**config.mk**
```make
export PLATFORM = sky130hd
export DESIGN_NAME = ea_scaled_gen
export DESIGN_NICKNAME = d
export VERILOG_FILES = /design/src/rtl/ea_pkg.sv /design/src/rtl/ea_sext.sv /design/src/rtl/ea_term_gate.sv /design/src/rtl/ea_sum3.sv /design/src/rtl/ea_canon_chk.sv /design/src/rtl/ea_scaled_gen.sv
export SDC_FILE = /design/constraint.sdc
export NUM_CORES = 1
export LEC_CHECK = 0
export BUFFER_PORTS_ARGS = -buffer_cell sky130_fd_sc_hd__buf_2
export CAP_MARGIN = 10
export CORE_AREA = 2 2 167 169
export CTS_CLUSTER_DIAMETER = 120
export DETAILED_ROUTE_END_ITERATION = 6
export DIE_AREA = 0 0 169 171
export GPL_TIMING_DRIVEN = 0
export PLACE_DENSITY = 0.69
export SLEW_MARGIN = 20
export SYNTH_ARGS = -nofsm -noshare
export SYNTH_HDL_FRONTEND = slang
export SYNTH_SLANG_ARGS = --single-unit
```
**constraint.sdc**
```tcl
create_clock -name clk -period 18.1 [get_ports clk]
set_input_delay 1.81 -clock clk [delete_from_list [all_inputs] [get_ports clk]]
set_output_delay 1.81 -clock clk [all_outputs]
set_load 0.1 [all_outputs]
```
**src/rtl/ea_pkg.sv**
```systemverilog
package ea_pkg;
  typedef enum logic [1:0] {
    SC_X1 = 2'b00,
    SC_X2 = 2'b01,
    SC_X4 = 2'b10,
    SC_X8 = 2'b11
  } ea_scale_e;

  localparam int unsigned EA_WIDTH_DEF   = 64;
  localparam int unsigned EA_DISP_DEF    = 32;
  localparam int unsigned EA_VA_BITS_DEF = 48;
endpackage

```
**src/rtl/ea_sext.sv**
```systemverilog
module ea_sext #(
  parameter int unsigned IN_W  = 32,
  parameter int unsigned OUT_W = 64
) (
  input  logic [IN_W-1:0]  val_i,
  output logic [OUT_W-1:0] val_o
);
  localparam int unsigned EXT_W = OUT_W - IN_W;

  function automatic logic [OUT_W-1:0] widen_signed(input logic [IN_W-1:0] v);
    return {{EXT_W{v[IN_W-1]}}, v};
  endfunction

  assign val_o = widen_signed(val_i);
endmodule

```
**src/rtl/ea_term_gate.sv**
```systemverilog
module ea_term_gate #(
  parameter int unsigned W = 64
) (
  input  logic [W-1:0] base_i,
  input  logic         base_en_i,
  input  logic [W-1:0] index_i,
  input  logic         index_en_i,
  input  logic [1:0]   scale_i,
  output logic [W-1:0] base_term_o,
  output logic [W-1:0] index_term_o
);
  import ea_pkg::*;

  localparam int unsigned NOPS = 2;

  logic [W-1:0] raw_v   [NOPS];
  logic         en_v    [NOPS];
  logic [W-1:0] gated_v [NOPS];

  assign raw_v[0] = base_i;
  assign en_v[0]  = base_en_i;
  assign raw_v[1] = index_i;
  assign en_v[1]  = index_en_i;

  for (genvar g = 0; g < NOPS; g++) begin : g_gate
    assign gated_v[g] = en_v[g] ? raw_v[g] : '0;
  end

  function automatic logic [W-1:0] scale_by_code(input logic [W-1:0] v,
                                                  input ea_scale_e sc);
    logic [W-1:0] r;
    case (sc)
      SC_X1:   r = v;
      SC_X2:   r = {v[W-2:0], 1'b0};
      SC_X4:   r = {v[W-3:0], 2'b00};
      default: r = {v[W-4:0], 3'b000};
    endcase
    return r;
  endfunction

  assign base_term_o  = gated_v[0];
  assign index_term_o = scale_by_code(gated_v[1], ea_scale_e'(scale_i));
endmodule

```
**src/rtl/ea_sum3.sv**
```systemverilog
module ea_sum3 #(
  parameter int unsigned W = 64
) (
  input  logic [W-1:0] a_i,
  input  logic [W-1:0] b_i,
  input  logic [W-1:0] c_i,
  output logic [W-1:0] sum_o
);
  logic [W-1:0] part_sum;
  logic [W-1:0] part_cy;

  for (genvar i = 0; i < W; i++) begin : g_csa
    assign part_sum[i] = a_i[i] ^ b_i[i] ^ c_i[i];
    assign part_cy[i]  = (a_i[i] & b_i[i]) | (a_i[i] & c_i[i]) | (b_i[i] & c_i[i]);
  end

  function automatic logic [W-1:0] merge_rows(input logic [W-1:0] s,
                                               input logic [W-1:0] c);
    return s + {c[W-2:0], 1'b0};
  endfunction

  assign sum_o = merge_rows(part_sum, part_cy);
endmodule

```
**src/rtl/ea_canon_chk.sv**
```systemverilog
module ea_canon_chk #(
  parameter int unsigned W       = 64,
  parameter int unsigned VA_BITS = 48
) (
  input  logic [W-1:0] addr_i,
  output logic         noncanon_o
);
  localparam int unsigned HI_W = W - VA_BITS;

  logic [HI_W-1:0] high_part;
  assign high_part  = addr_i[W-1:VA_BITS];
  assign noncanon_o = |high_part;
endmodule

```
**src/rtl/ea_scaled_gen.sv**
```systemverilog
module ea_scaled_gen #(
  parameter int unsigned W       = ea_pkg::EA_WIDTH_DEF,
  parameter int unsigned DISP_W  = ea_pkg::EA_DISP_DEF,
  parameter int unsigned VA_BITS = ea_pkg::EA_VA_BITS_DEF
) (
  input  logic              clk,
  input  logic              rst_n,
  input  logic              in_valid,
  input  logic              in_mode_lea,
  input  logic [DISP_W-1:0] in_disp,
  input  logic [W-1:0]      in_base,
  input  logic              in_base_en,
  input  logic [W-1:0]      in_index,
  input  logic              in_index_en,
  input  logic [1:0]        in_scale,
  output logic              out_valid,
  output logic [W-1:0]      out_result,
  output logic              out_lea,
  output logic              out_fault
);
  logic [W-1:0] disp_wide;
  logic [W-1:0] base_term;
  logic [W-1:0] index_term;
  logic [W-1:0] sum_w;
  logic         noncanon_w;
  logic         fault_w;

  ea_sext #(.IN_W(DISP_W), .OUT_W(W)) u_sext (
    .val_i (in_disp),
    .val_o (disp_wide)
  );

  ea_term_gate #(.W(W)) u_gate (
    .base_i       (in_base),
    .base_en_i    (in_base_en),
    .index_i      (in_index),
    .index_en_i   (in_index_en),
    .scale_i      (in_scale),
    .base_term_o  (base_term),
    .index_term_o (index_term)
  );

  ea_sum3 #(.W(W)) u_sum (
    .a_i   (disp_wide),
    .b_i   (base_term),
    .c_i   (index_term),
    .sum_o (sum_w)
  );

  ea_canon_chk #(.W(W), .VA_BITS(VA_BITS)) u_canon (
    .addr_i     (sum_w),
    .noncanon_o (noncanon_w)
  );

  assign fault_w = noncanon_w & ~in_mode_lea;

  always_ff @(posedge clk) begin
    if (!rst_n) begin
      out_valid  <= 1'b0;
      out_result <= '0;
      out_lea    <= 1'b0;
      out_fault  <= 1'b0;
    end else begin
      out_valid <= in_valid;
      if (in_valid) begin
        out_result <= sum_w;
        out_lea    <= in_mode_lea;
        out_fault  <= fault_w;
      end
    end
  end
endmodule

```
# --- Yosys cells after proc, flatten, opt, wreduce, memory -nomap -nowiden ---
# Index checks and enable logic that the tools add are counted.
word_totals:
  elab_cells: 457
  ff_bits: 67
  output_inout_bits: 67
  inputBits: 168
classes:
  n_addsub: 1
  bitwise: 445
  eq_ne: 2
  reduce_logical: 2
  muxes: 3
op_table:
  columns: ["cell", "n"]
  rows:
  - ["64-bit case mux with 3 select lines", 1]
  - ["1-bit bitwise AND", 190]
  - ["64-bit two-way mux", 2]
  - ["1-bit XOR", 128]
  - ["1-bit bitwise OR", 126]
  - ["64-bit adder", 1]
  - ["16-bit OR reduction", 1]
  - ["2-bit by 1-bit == test with 1-bit output, second input constant", 1]
  - ["2-bit == test, second input constant", 1]
  - ["2-bit zero test", 1]
  - ["1-bit inverter", 1]

# --- Longest topological paths before layout ---
# Gate-level depths: netlist of the first run.
logic_depth:
  ltp_word: 8
  ltp_mapped: 20
  ltp_nobuf: 16

# --- Hierarchy ---
# From an unflattened synthesis of the first run, not the netlist that was laid out.
unflattened:
  hier_cells: 1135
  area_unflattened_um2: 10600.2
modules_own_cells:
  columns: ["mod", "area_each_um2", "cells_per_inst", "n_inst", "seq_area_each_um2"]
  rows:
  - ["ea_sum3", 5151.2, 624, 1, 0.0]
  - ["ea_scaled_gen", 2539.9, 216, 1, 1341.3]
  - ["ea_term_gate", 2397.3, 226, 1, 0.0]
  - ["ea_sext", 480.5, 64, 1, 0.0]
  - ["ea_canon_chk", 31.3, 5, 1, 0.0]

# --- Worst setup path before layout of the first run ---
# OpenSTA, ideal clock, no wires.
synth_path:
  path_type: "input port to flip-flop"
  from: "in in_scale[0]"
  to: "reg out_fault"
  setup_slack_ns: 11.201
  path_stages: 18
  required_time_ns: 17.973
  t_arrival_ns: 6.772
  setup_time_ns: 0.127
  path_buffers: 3
  path_cell_list: "clkbuf_1 -> buf_1 -> clkbuf_1 -> mux2i_1 -> nor2_1 -> fa_1 -> ha_1 -> fa_1 -> a21o_1 -> a221o_2 -> a41oi_1 -> a21oi_1 -> o211a_1 -> or3_1 -> a22oi_1 -> o2111ai_1 -> nor4_1 -> o221ai_2"
synth_via:
  elab_chain_cells: 8
  elab_cells_between_ends: 323
  classes_between: "1 x add/sub; 2 x eq/ne; 1 x mux; 317 x bitwise; 2 x reduce/logical"
synth_lines:
  columns: ["element", "line", "source"]
  rows:
  - ["from (decl)", "ea_scaled_gen.sv:15", "input logic [1:0] in_scale,"]
  - ["2-bit == test (tied with other cells)", "ea_term_gate.sv:32", "case (sc)"]
  - ["64-bit case mux with 3 select lines *", "ea_term_gate.sv:32", null]
  - ["1-bit bitwise AND", "ea_sum3.sv:14", "assign part_cy[i] = (a_i[i] & b_i[i]) | (a_i[i] & c_i[i]) | (b_i[i] & c_i[i]);"]
  - ["1-bit bitwise OR (2 in series)", "ea_sum3.sv:14", null]
  - ["64-bit adder *", "ea_sum3.sv:19", "return s + {c[W-2:0], 1'b0};"]
  - ["16-bit OR reduction *", "ea_canon_chk.sv:12", "assign noncanon_o = |high_part;"]
  - ["1-bit bitwise AND *", "ea_scaled_gen.sv:55", "assign fault_w = noncanon_w & ~in_mode_lea;"]
  - ["to (signal assigned)", "ea_scaled_gen.sv:68", "out_fault <= fault_w;"]
  - ["to (decl)", "ea_scaled_gen.sv:19", "output logic out_fault"]
# Every way passes the cells marked *; elsewhere a longest branch is shown, timed or not.
# A chain may end at the register's enable or synchronous reset.

# --- Worst setup path after layout of the first run ---
# Ends and elaborated chain as after synthesis.

==> reports/qor.yml, run 1 <==
routing:
  drc: 0
  drt_pass1_iterations: 5
  routed-via-count: 10100
  drtIter0Drc: 566
  viasPerCell: 5.47
  wl_um: 35400
  postRouteAntennaNets: 0
  wl_per_cell_um: 19.1
run:
  drv_cap: 0
layout:
  drive_gt1_share_pct: 21.9
  layout.nets: 1786
  layout_commonest_cell: "buf_2"
  areaGrowthSynthToFinish_pct: 18.9
  fin_area_sq_um: 12000
  final_cell_mix: "buf_2 (232), nand2_1 (174), inv_1 (108)"
run_status:
  outcome: "complete, no violations"
global_routing:
  grt_max_degree: 22
  grt_use_total_pct: 24.6
  grt_overflow: 0
  antenna_found_initial: 5
  grt_pass1_wl_um: 55000
  first_global_vias: 10400
yosys:
  yosys.area_share.xor_xnor_pct: 4.58
  synth_edf_count: 0
  synth_compound_area_share_pct: 17.7
  ys_top_cells_by_area: "dfxtp_1 (13%), fa_1 (13%), mux4_2 (9.8%)"
  synth_area_sq_um: 10100
  synth_top_family_by_area: "adder cells"
  synth_cells: 1251
  yosysWarnings: 0
  synth_area_leader_cell: "dfxtp_1"
  ys_ff_latch: 67
  synth-seq-area-share_pct: 13.2
  ys_types: 76
  synth_top_cell_area_share_pct: 13.2
  syn_nets: 1545
  synthMuxAreaShare_pct: 17.0
  synthFlopType: "dfxtp_1"
  synth_fa_ha_area_share_pct: 20.3
  synthArstFlopShare_pct: 0
  synth-simple-area-share_pct: 20.1
  avgSynthCellArea_sq_um: 8.10
critical_path:
  cp_max_fo: 10
  rr_startpoint: "out_result[49]"
  end_kind: "flip-flop"
  crit_path_start: "in_scale[0]"
  critPathRequiredTime_ns: 18.36
  crit_path_start_kind: "input pin"
  crit_arrival_ns: 8.23
  reg2reg_slack_ns: 17.20
  critical_path_class: "in2reg"
clock_network:
  path_clk_slew_ns: 0.06
  root_buffer: "clkbuf_16"
  cts_tree: "built"
  cts_hold_buf: 0
  postCtsResizedCells: 0
  clock-sinks: 67
  clock_path_buffers: 2
  clk_latency_ns: 0.33
  cts_buffers: 9
  h-tree-depth: 3
  post_cts_buffers: 0
floorplanning:
  ioPinCount: 235
  initial_core_util_pct: 37.1
  die_x_um: 169
  core_sq_um: 27300
  die_area_sq_um: 28900
  die-height_um: 171
  num_rows: 61
min_path:
  min_from: "out_result[62]"
  hold_class: "reg2reg"
power:
  p_comb_share_pct: 68.3
  power_density_nw_per_um2: 96.2
  swShare_pct: 55.4
  p_leak_nw: 5.72
  power.internal_w: 0.000517
  pwr-share-seq_pct: 16.6
  vdd_drop_max_v: 0.0000713
  clkPwrFrac_pct: 15.1
  switchingPower_w: 0.000642
place:
  pre_cts_slack_ns: 9.83
  dpl-instance-area_sq_um: 11700
  globalplace.congestion: 0.964
  portBuffers: 229
  hpwl_um: 30600
timing:
  hold_viol: 0
  final-setup-viol-count: 0
  timing.final.crit_period_ns: 7.97
  fmax_ghz: 0.125
  fin_skew_ns: 0
  rsz0062_at_grt: "false"
  min_period_over_period_pct: 44.1
  tns_ns: 0
  worst_slew_pin_slew_ns: 0.975
  drv_slew: 0
  timing.final.ws_setup_ns: 10.13
  slew_headroom_pct: 33.3
-- stage by stage --
| stage | power [W] | hold slack [ns] | instances | utilization, % |
|---|---|---|---|---|
| after floorplan | 0.000790 | 0.915 | 1251 | - |
| after global placement | 0.000976 | 0.462 | 1826 | 42.9 |
| after detailed placement | 0.000984 | 0.469 | 1827 | 42.9 |
| after CTS | 0.00116 | 0.476 | 1843 | 44.1 |
| after global routing | 0.00124 | 0.517 | 1843 | 44.1 |
| final | 0.00116 | 0.469 | 1847 | 44.1 |
-- cells by family (layout without fill, tap and decap cells) --
group	Yosys count	count (layout)
simple gates	435	435
compound gates	273	273
buf+inv	181	427
fa+ha+maj	126	126
mux	116	116
flops	67	67
xor+xnor	53	53
other cells	0	4
-- cells in the mapped netlist (all sizes together) (20+ instances only) --
cell,count
mux2i,66
inv,109
and2,40
a21o,20
xor2,20
xnor2,33
nor2,104
clkbuf,56
nand3,24
nand2,174
fa,64
ha,62
nand4,23
a21oi,95
mux4,44
o21ai,50
dfxtp,67
-- sequential cells by signal, summed over array words and instances, names as in the netlist --
register    cells
out_valid       1
out_result     64
out_fault       1
out_lea         1
-- critical path, stage by stage --
cell and delay, ns:
clkbuf_1 0.57, buf_1 0.58, clkbuf_1 0.78, mux2i_1 0.24, nand2_1 0.12, nand3_1 0.12, fa_1 0.55, inv_1 0.04
ha_1 0.26, clkbuf_1 0.26, nand2_1 0.18, nor3_2 0.30, a22oi_1 0.18, a2111oi_0 0.80, nor2_1 0.25, a311oi_1 0.52
and3b_1 0.24, o2111ai_1 0.13, nor4_1 0.10, o221ai_2 0.18
-- layer usage --
layer,global-route usage [%],wire length (um)
met3,4.72,2010
met4,7.32,1070
met2,46.3,17900
met5,0,13
met1,28.2,14400
-- worst paths after layout --
check	end	depth (start not counted)
setup / recovery	out_fault	20
hold / removal	out_result[62]	2
setup reg to reg	out_result[49]	3
hold reg to reg	out_result[62]	2
-- power groups by stage --
stage                     logic [W]  clock network (W)  registers (W)
after floorplan            0.000392                  0       0.000399
after global placement     0.000783                  0       0.000194
after detailed placement   0.000789                  0       0.000195
after CTS                  0.000793           0.000178       0.000192
after global routing       0.000856           0.000187       0.000195
final                      0.000792           0.000175       0.000192
-- cell type report --
class	count	area (sq um)
fillers	2822	15300
multi-input cells	1003	8060
flip-flops and latches	67	1340
repair buffers	230	1170
well taps	346	433
inverters	111	417
plain buffers	70	312
clock buffers	9	225
clock inverters	7	78.8
diodes	4	10.0
Power figures use the tool's default switching activity.
==> inputs of run 2 (changes only) <==
Settings changed: PLACE_DENSITY 0.69 to 0.71.
Clock period 18.1 ns to 6.4 ns, I/O delays scaled along.
==> run 2 against run 1 <==
Combinational power grew to 2.8 times the previous value. Cell count is 0.11% higher. Die area is the same. Global-route usage is essentially flat. Utilization down 0.050 points. Hold slack better by 0.0064 ns. Sequential share of layout area hardly changed. Critical path type unchanged. Highest routed layer unchanged.
==> reports/qor.yml, run 2 (synthesis results as in run 1) <==
run_status:
  outcome: "complete, no violations"  # unchanged
power:
  clkPwrFrac_pct: 14.3  # was 15.1%
  switchingPower_w: 0.00180  # was 0.000642 W
  p_comb_share_pct: 69.1  # was 68.3%
  p_leak_nw: 5.73  # was 5.72 nW
  vdd_drop_max_v: 0.000178  # was 0.0000713 V
  power.internal_w: 0.00144  # was 0.000517 W
  power_density_nw_per_um2: 270  # was 96.2 nW/um^2
  pwr-share-seq_pct: 16.7  # was 16.6%
  swShare_pct: 55.6  # was 55.4%
global_routing:
  grt_max_degree: 22  # unchanged
  grt_util_met2_pct: 45.0  # was 46.3%
  met1_usage_pct: 28.9  # was 28.2%
  met3_usage_pct: 4.14  # was 4.72%
  grt_pass1_wl_um: 55000  # about the same
  grt_overflow: 0  # unchanged
  antenna_found_initial: 6  # was 5
  grt-busiest-layer: "met2"  # unchanged
  first_global_vias: 10300  # was 10,400
  grt_use_total_pct: 24.6  # about the same
critical_path:
  rr_startpoint: "out_result[49]"  # unchanged
  reg2reg_slack_ns: 5.52  # was 17.20 ns
  rr_worst_depth: 3  # unchanged
  critical_path_class: "in2reg"  # unchanged
  crit_arrival_ns: 6.40  # was 8.23 ns
  r2r-end: "out_result[49]"  # unchanged
  cp_max_fo: 10  # unchanged
  end_kind: "flip-flop"  # unchanged
  crit_path_start_kind: "input pin"  # unchanged
  critPathRequiredTime_ns: 6.61  # was 18.36 ns
clock_network:
  clock-sinks: 67  # unchanged
  clk_latency_ns: 0.33  # about the same
  root_buffer: "clkbuf_16"  # unchanged
  clock_path_buffers: 2  # unchanged
  path_clk_slew_ns: 0.05  # was 0.06 ns
  cts_tree: "built"  # unchanged
  h-tree-depth: 3  # unchanged
  cts_hold_buf: 0  # unchanged
  cts_buffers: 9  # unchanged
routing:
  viasPerCell: 5.50  # was 5.47
  drt_pass1_iterations: 5  # unchanged
  routed-via-count: 10200  # was 10,100
  wl_um: 35500  # was 35,400 um
  drtIter0Drc: 608  # was 566
  postRouteAntennaNets: 0  # unchanged
  drc: 0  # unchanged
  wl_per_cell_um: 19.2  # was 19.1 um
place:
  dp_cells: 1827  # unchanged
  portBuffers: 229  # unchanged
  hpwl_um: 30800  # was 30,600 um
  globalplace.congestion: 0.925  # was 0.964
  pre_cts_slack_ns: -0.762  # was 9.83 ns
  dpl-instance-area_sq_um: 11700  # unchanged
layout:
  final_cell_mix: "buf_2 (233), nand2_1 (174), inv_1 (108)"  # was buf_2 (232), nand2_1 (174), inv_1 (108)
  largest_register_ffs: 64  # unchanged
  fin_area_sq_um: 12000  # about the same
  layout_commonest_cell: "buf_2"  # unchanged
  regArea_sq_um: 1340  # unchanged
  multi_input_area_sq_um: 8070  # was 8060 sq um
  regMostFlops: "out_result"  # unchanged
  drive_gt1_share_pct: 22.1  # was 21.9%
  fin_cells: 1849  # was 1,847
  layout.nets: 1785  # was 1,786
  fill_cells: 2811  # was 2,822
  areaGrowthSynthToFinish_pct: 18.7  # was 18.9%
min_path:
  hold_path_depth: 2  # unchanged
  hold_end: "out_result[51]"  # was out_result[62]
  min_from: "out_result[51]"  # was out_result[62]
  hold_class: "reg2reg"  # unchanged
floorplanning:
  num_rows: 61  # unchanged
  core_sq_um: 27300  # unchanged
  ioPinCount: 235  # unchanged
  die-height_um: 171  # unchanged
  die_area_sq_um: 28900  # unchanged
  die_x_um: 169  # unchanged
  initial_core_util_pct: 37.1  # unchanged
timing:
  hold_viol: 0  # unchanged
  drv_slew: 0  # unchanged
  timing.final.ws_setup_ns: 0.206  # was 10.13 ns
  min_period_over_period_pct: 96.8
  rsz0062_at_grt: "false"  # unchanged
  timing.final.crit_period_ns: 6.19
  fin_skew_ns: 0  # unchanged
  worst_slew_pin_slew_ns: 0.978  # was 0.975 ns
  slew_headroom_pct: 34.8  # was 33.3%
  fmax_ghz: 0.161
  final-setup-viol-count: 0  # unchanged
  hold-worst-slack_ns: 0.475  # was 0.469 ns
run:
  drv_cap: 0  # unchanged
-- run 2: cell count changes in the layout (fill, tap and decap cells not counted), sizes merged --
| cell | change |
|---|---|
| bufinv | -1 |
| clkinv | -1 |
| clkbuf | +2 |
| clkinvlp | -1 |
| diode | +3 |
-- run 2: timing repair --
action / CTS / global route
pin swaps: 0 / 0
gates resized for setup: 3 / 1
endpoints found under the setup margin: 9 / 1
setup buffers: 0 / 0
-- run 2: stage by stage --
| stage | setup TNS [ns] | power [W] | util, % |
|---|---|---|---|
| after global routing | 0 | 0.00346 | 44.0 |
| after detailed placement | -6.68 | 0.00278 | 42.9 |
| after global placement | -4.61 | 0.00276 | 42.9 |
| final | 0 | 0.00325 | 44.0 |
| after CTS | 0 | 0.00326 | 44.0 |
| after floorplan | 0 | 0.00224 | - |
-- run 2: worst max-delay path by stage --
stage | from | to | cells after the start
after floorplan | in_scale[0] | out_fault | 18
after global placement | in_scale[0] | out_fault | 20
after detailed placement | in_scale[0] | out_fault | 20
after CTS | in_scale[1] | out_fault | 19
after global routing | in_scale[0] | out_fault | 18
final | in_scale[0] | out_fault | 18
-- run 2: worst max-delay path: stages --
cell and delay (ns):
clkbuf_2 0.31, buf_2 0.36, clkbuf_1 0.56, mux2i_1 0.19, nor2_1 0.33, fa_1 0.50
ha_1 0.23, fa_1 0.40, a21o_1 0.20, a221o_2 0.46, a41oi_1 0.38, a21oi_1 0.27
o211a_1 0.32, or3_1 0.38, a22oi_1 0.21, o2111ai_1 0.17, nor4_1 0.33, o221ai_2 0.13
-- run 2: layout make-up --
cell class | instances | share of cell area, %
Antenna cell | 7 | 0.146
Buffer | 69 | 2.59
Clock buffer | 12 | 2.13
Clock inverter | 4 | 0.208
Inverter | 111 | 3.46
Multi-Input combinational cell | 1003 | 67.0
Sequential cell | 67 | 11.1
Tap cell | 346 | 3.60
Timing Repair Buffer | 230 | 9.69
-- run 2: power by group through the flow --
stage | logic (W) | clock network (W) | registers (W)
2_1_floorplan | 0.00111 | 0 | 0.00113
3_3_place_gp | 0.00221 | 0 | 0.000546
3_5_place_dp | 0.00223 | 0 | 0.000548
4_1_cts | 0.00224 | 0.000473 | 0.000541
5_1_grt | 0.00242 | 0.000493 | 0.000549
6_report | 0.00224 | 0.000463 | 0.000541
-- run 2: per-layer routing --
layer,vias to the layer above,wire length (um)
li1,4896,-
met1,4826,14400
met2,374,17600
met3,67,2190
met4,4,1330
met5,-,27
==> inputs of run 3 (changes only) <==
Settings changed: ABC_AREA from default to 1, CORE_AREA 2 2 167 169 to 2 2 179 181, DIE_AREA 0 0 169 171 to 0 0 181 183.
==> run 3 against run 2 <==
The flow now finishes with violations (DRC). Cell count rose by 48%. Clock power rose by 16%. Sequential share of layout area shrank 1.4 points.
==> reports/qor.yml, run 3 <==
timing:
  worst_slew_pin_slew_ns: 0.779  # was 0.978 ns
  hold_viol: 0  # unchanged
  final-setup-viol-count: 0  # unchanged
  slew_headroom_pct: 48.1  # was 34.8%
  timing.final.crit_period_ns: 4.95  # was 6.19 ns
  rsz0062_at_grt: "false"  # unchanged
  drv_slew: 0  # unchanged
  timing.final.ws_setup_ns: 1.45  # was 0.206 ns
  min_period_over_period_pct: 77.4  # was 96.8%
  fin_skew_ns: 0  # unchanged
  fmax_ghz: 0.202  # was 0.161 GHz
  tns_ns: 0  # unchanged
  hold-worst-slack_ns: 0.491  # was 0.475 ns
clock_network:
  h-tree-depth: 3  # unchanged
  cts_hold_buf: 0  # unchanged
  clock-sinks: 67  # unchanged
  cts_tree: "built"  # unchanged
  clk_latency_ns: 0.32  # was 0.33 ns
  path_clk_slew_ns: 0.06  # was 0.05 ns
  postCtsResizedCells: 0  # was 3
  root_buffer: "clkbuf_16"  # unchanged
  clock_path_buffers: 2  # unchanged
  cts_buffers: 9  # unchanged
  post_cts_buffers: 0  # unchanged
floorplanning:
  die_area_sq_um: 33100  # was 28,900 sq um
  ioPinCount: 235  # unchanged
  die-height_um: 183  # was 171 um
  die_x_um: 181  # was 169 um
  num_rows: 65  # was 61
  core_sq_um: 31200  # was 27,300 sq um
  initial_core_util_pct: 37.7  # was 37.1%
yosys:
  yosysWarnings: 0  # unchanged
  ys_top_cells_by_count: "nand2_1 (680), inv_1 (468), nor2_1 (182)"  # was nand2_1 (174), inv_1 (109), nor2_1 (104)
  synthFlopType: "dfxtp_1"  # unchanged
  ys_ff_latch: 67  # unchanged
  synthArstFlopShare_pct: 0  # unchanged
  synth_area_leader_cell: "nand2_1"  # was dfxtp_1
  syn_nets: 2370  # was 1,545
  synthMostInstantiatedCell: "nand2_1"  # unchanged
  synth_edf_count: 0  # unchanged
  synth-seq-area-share_pct: 11.4  # was 13.2%
  synth_cells: 2076  # was 1,251
  avgSynthCellArea_sq_um: 5.67  # was 8.10 sq um
  synth_area_sq_um: 11800  # was 10,100 sq um
  ys_top_cells_by_area: "nand2_1 (22%), inv_1 (15%), dfxtp_1 (11%)"  # was dfxtp_1 (13%), fa_1 (13%), mux4_2 (9.8%)
  ys_types: 35  # was 76
  synth_top_cell_area_share_pct: 21.7  # was 13.2%
layout:
  fin_area_sq_um: 13800  # was 12,000 sq um
  multi_input_area_sq_um: 8360  # was 8070 sq um
  drive_gt1_share_pct: 15.7  # was 22.1%
  diodes: 0  # was 7
  fill_cells: 3463  # was 2,811
  regArea_sq_um: 1340  # unchanged
  layout_commonest_cell: "nand2_1"  # was buf_2
  layout.nets: 2615  # was 1,785
  final_cell_mix: "nand2_1 (680), inv_1 (467), buf_2 (233)"  # was buf_2 (233), nand2_1 (174), inv_1 (108)
  regMostFlops: "out_result"  # unchanged
  final_core_util_pct: 44.1  # was 44.0%
  largest_register_ffs: 64  # unchanged
  areaGrowthSynthToFinish_pct: 17.1  # was 18.7%
critical_path:
  critical_path.top_delay_family: "buffers and inverters"  # was compound AO/OA/AOI/OAI gates
  reg2reg_slack_ns: 5.64  # was 5.52 ns
  rr_worst_depth: 4  # was 3
  rr_startpoint: "out_result[24]"  # was out_result[49]
  critical_path_class: "in2reg"  # unchanged
  cp_max_fo: 10  # unchanged
  path_common_cell: "nand2_1"  # was fa_1
  r2r-end: "out_result[24]"  # was out_result[49]
  end_kind: "flip-flop"  # unchanged
  cpMaxStageDelayCell: "buf_1"  # was clkbuf_1
  crit_chain: "buf_2 > clkbuf_1 > buf_1 > clkbuf_1 > a31oi_1 > o21ai_0 > fa_1 > ha_1 > nand2_1 > nor2_1 > nand2_1 > nor2_1 > nand2_1 > nand3_2 > nand2_1 > nand4_1 > nand2_1 > nor2_1 > nand2_1 > nor2_1 > nand2_1 > nand2_1 > a21oi_2"  # was clkbuf_2 > buf_2 > clkbuf_1 > mux2i_1 > nor2_1 > fa_1 > ha_1 > fa_1 > a21o_1 > a221o_2 > a41oi_1 > a21oi_1 > o211a_1 > or3_1 > a22oi_1 > o2111ai_1 > nor4_1 > o221ai_2
  crit_path_max_incr_delay_ns: 0.55  # was 0.56 ns
  crit_path_start_kind: "input pin"  # unchanged
  crit_arrival_ns: 5.14  # was 6.40 ns
  path_buf_inv: 4  # was 3
  critPathRequiredTime_ns: 6.58  # was 6.61 ns
power:
  vdd_drop_max_v: 0.000141  # was 0.000178 V
  power_density_nw_per_um2: 240  # was 270 nW/um^2
  p_leak_nw: 8.31  # was 5.73 nW
routing:
  viasPerCell: 4.91  # was 5.50
  routed-via-count: 13400  # was 10,200
  drt_pass1_iterations: 7  # was 5
  postRouteAntennaNets: 0  # unchanged
  drtIter0Drc: 1037  # was 608
  drc: 1  # was 0
  wl_per_cell_um: 16.5  # was 19.2 um
  wl_um: 45000  # was 35,500 um
place:
  dpl-instance-area_sq_um: 13500  # was 11,700 sq um
  pre_cts_slack_ns: 1.16  # was -0.762 ns
  globalplace.congestion: 0.965  # was 0.925
  hpwl_um: 39600  # was 30,800 um
  portBuffers: 233  # was 229
global_routing:
  grt_max_degree: 17  # was 22
  antenna_found_initial: 0  # was 6
  grt_pass1_wl_um: 69000  # was 55,000 um
  grt_overflow: 0  # unchanged
  first_global_vias: 12700  # was 10,300
  grt_use_total_pct: 26.7  # was 24.6%
run_status:
  outcome: "finished with violations"  # was complete, no violations
  violations: "DRC"
min_path:
  hold_path_depth: 2  # unchanged
  hold_class: "reg2reg"  # unchanged
  min_from: "out_result[63]"  # was out_result[51]
  hold_end: "out_result[63]"  # was out_result[51]
run:
  drv_cap: 0  # unchanged
run 3: layout make-up:
| cell class | count | area share (%) |
|---|---|---|
| inverter | 493 | 13.4 |
| tap | 402 | 3.65 |
| multi-input combinational | 1459 | 60.7 |
| clock inverter | 6 | 0.644 |
| clock buffer | 10 | 1.73 |
| buffer | 57 | 1.55 |
| timing repair buffer | 234 | 8.60 |
| sequential | 67 | 9.73 |
run 3: kinds of logic after synthesis:
group | Yosys count | share of synthesized area, %
AND/OR/NAND/NOR | 1014 | 36.2
buffers and inverters | 550 | 17.5
AO/OA/AOI/OAI | 273 | 13.9
adder cells (fa/ha/maj) | 126 | 17.5
flip-flops | 67 | 11.4
XOR/XNOR | 46 | 3.42
run 3: report_power, final:
group / switching, W / leakage [nW] / total, W / internal [W]
sequential: 0.0000351 / 0.557 / 0.000517 / 0.000482
combinational: 0.00166 / 7.60 / 0.00226 / 0.000600
clock: 0.000184 / 0.155 / 0.000536 / 0.000351
total: 0.00188 / 8.31 / 0.00331 / 0.00143
run 3: worst register-to-register path, delay by kind of cell, from the launching register on:
| family | cells | cell delay (ns) |
|---|---|---|
| flops | 1 | 0.31 |
| simple gates | 2 | 0.16 |
| compound gates | 1 | 0.13 |
| buf+inv | 1 | 0.06 |
run 3: per-layer routing:
layer	vias up	share of wire [%]	wire length, um	global-route usage (%)
met3	59	6.7	3010	2.07
met5	-	0	0	0
met2	549	43	19500	43.4
met1	5991	47	21100	37.6
met4	0	3.0	1330	8.75
li1	6786	-	-	-
run 3: worst max path at each step:
stage	from	end	slack (ns)	cells after the start
detailed placement	in_index_en	out_fault	1.16	22
finish	in_index_en	out_fault	1.45	23
global route	in_index_en	out_fault	1.03	23
floorplan	in_disp[31]	out_fault	2.30	20
global placement	in_index_en	out_fault	1.10	22
CTS	in_index_en	out_fault	1.48	22
run 3: per-stage QoR:
step	instances	power, W
4_1_cts	2728	0.00329
2_1_floorplan	2076	0.00216
3_3_place_gp	2711	0.00273
6_report	2728	0.00331
3_5_place_dp	2712	0.00275
5_1_grt	2728	0.00355
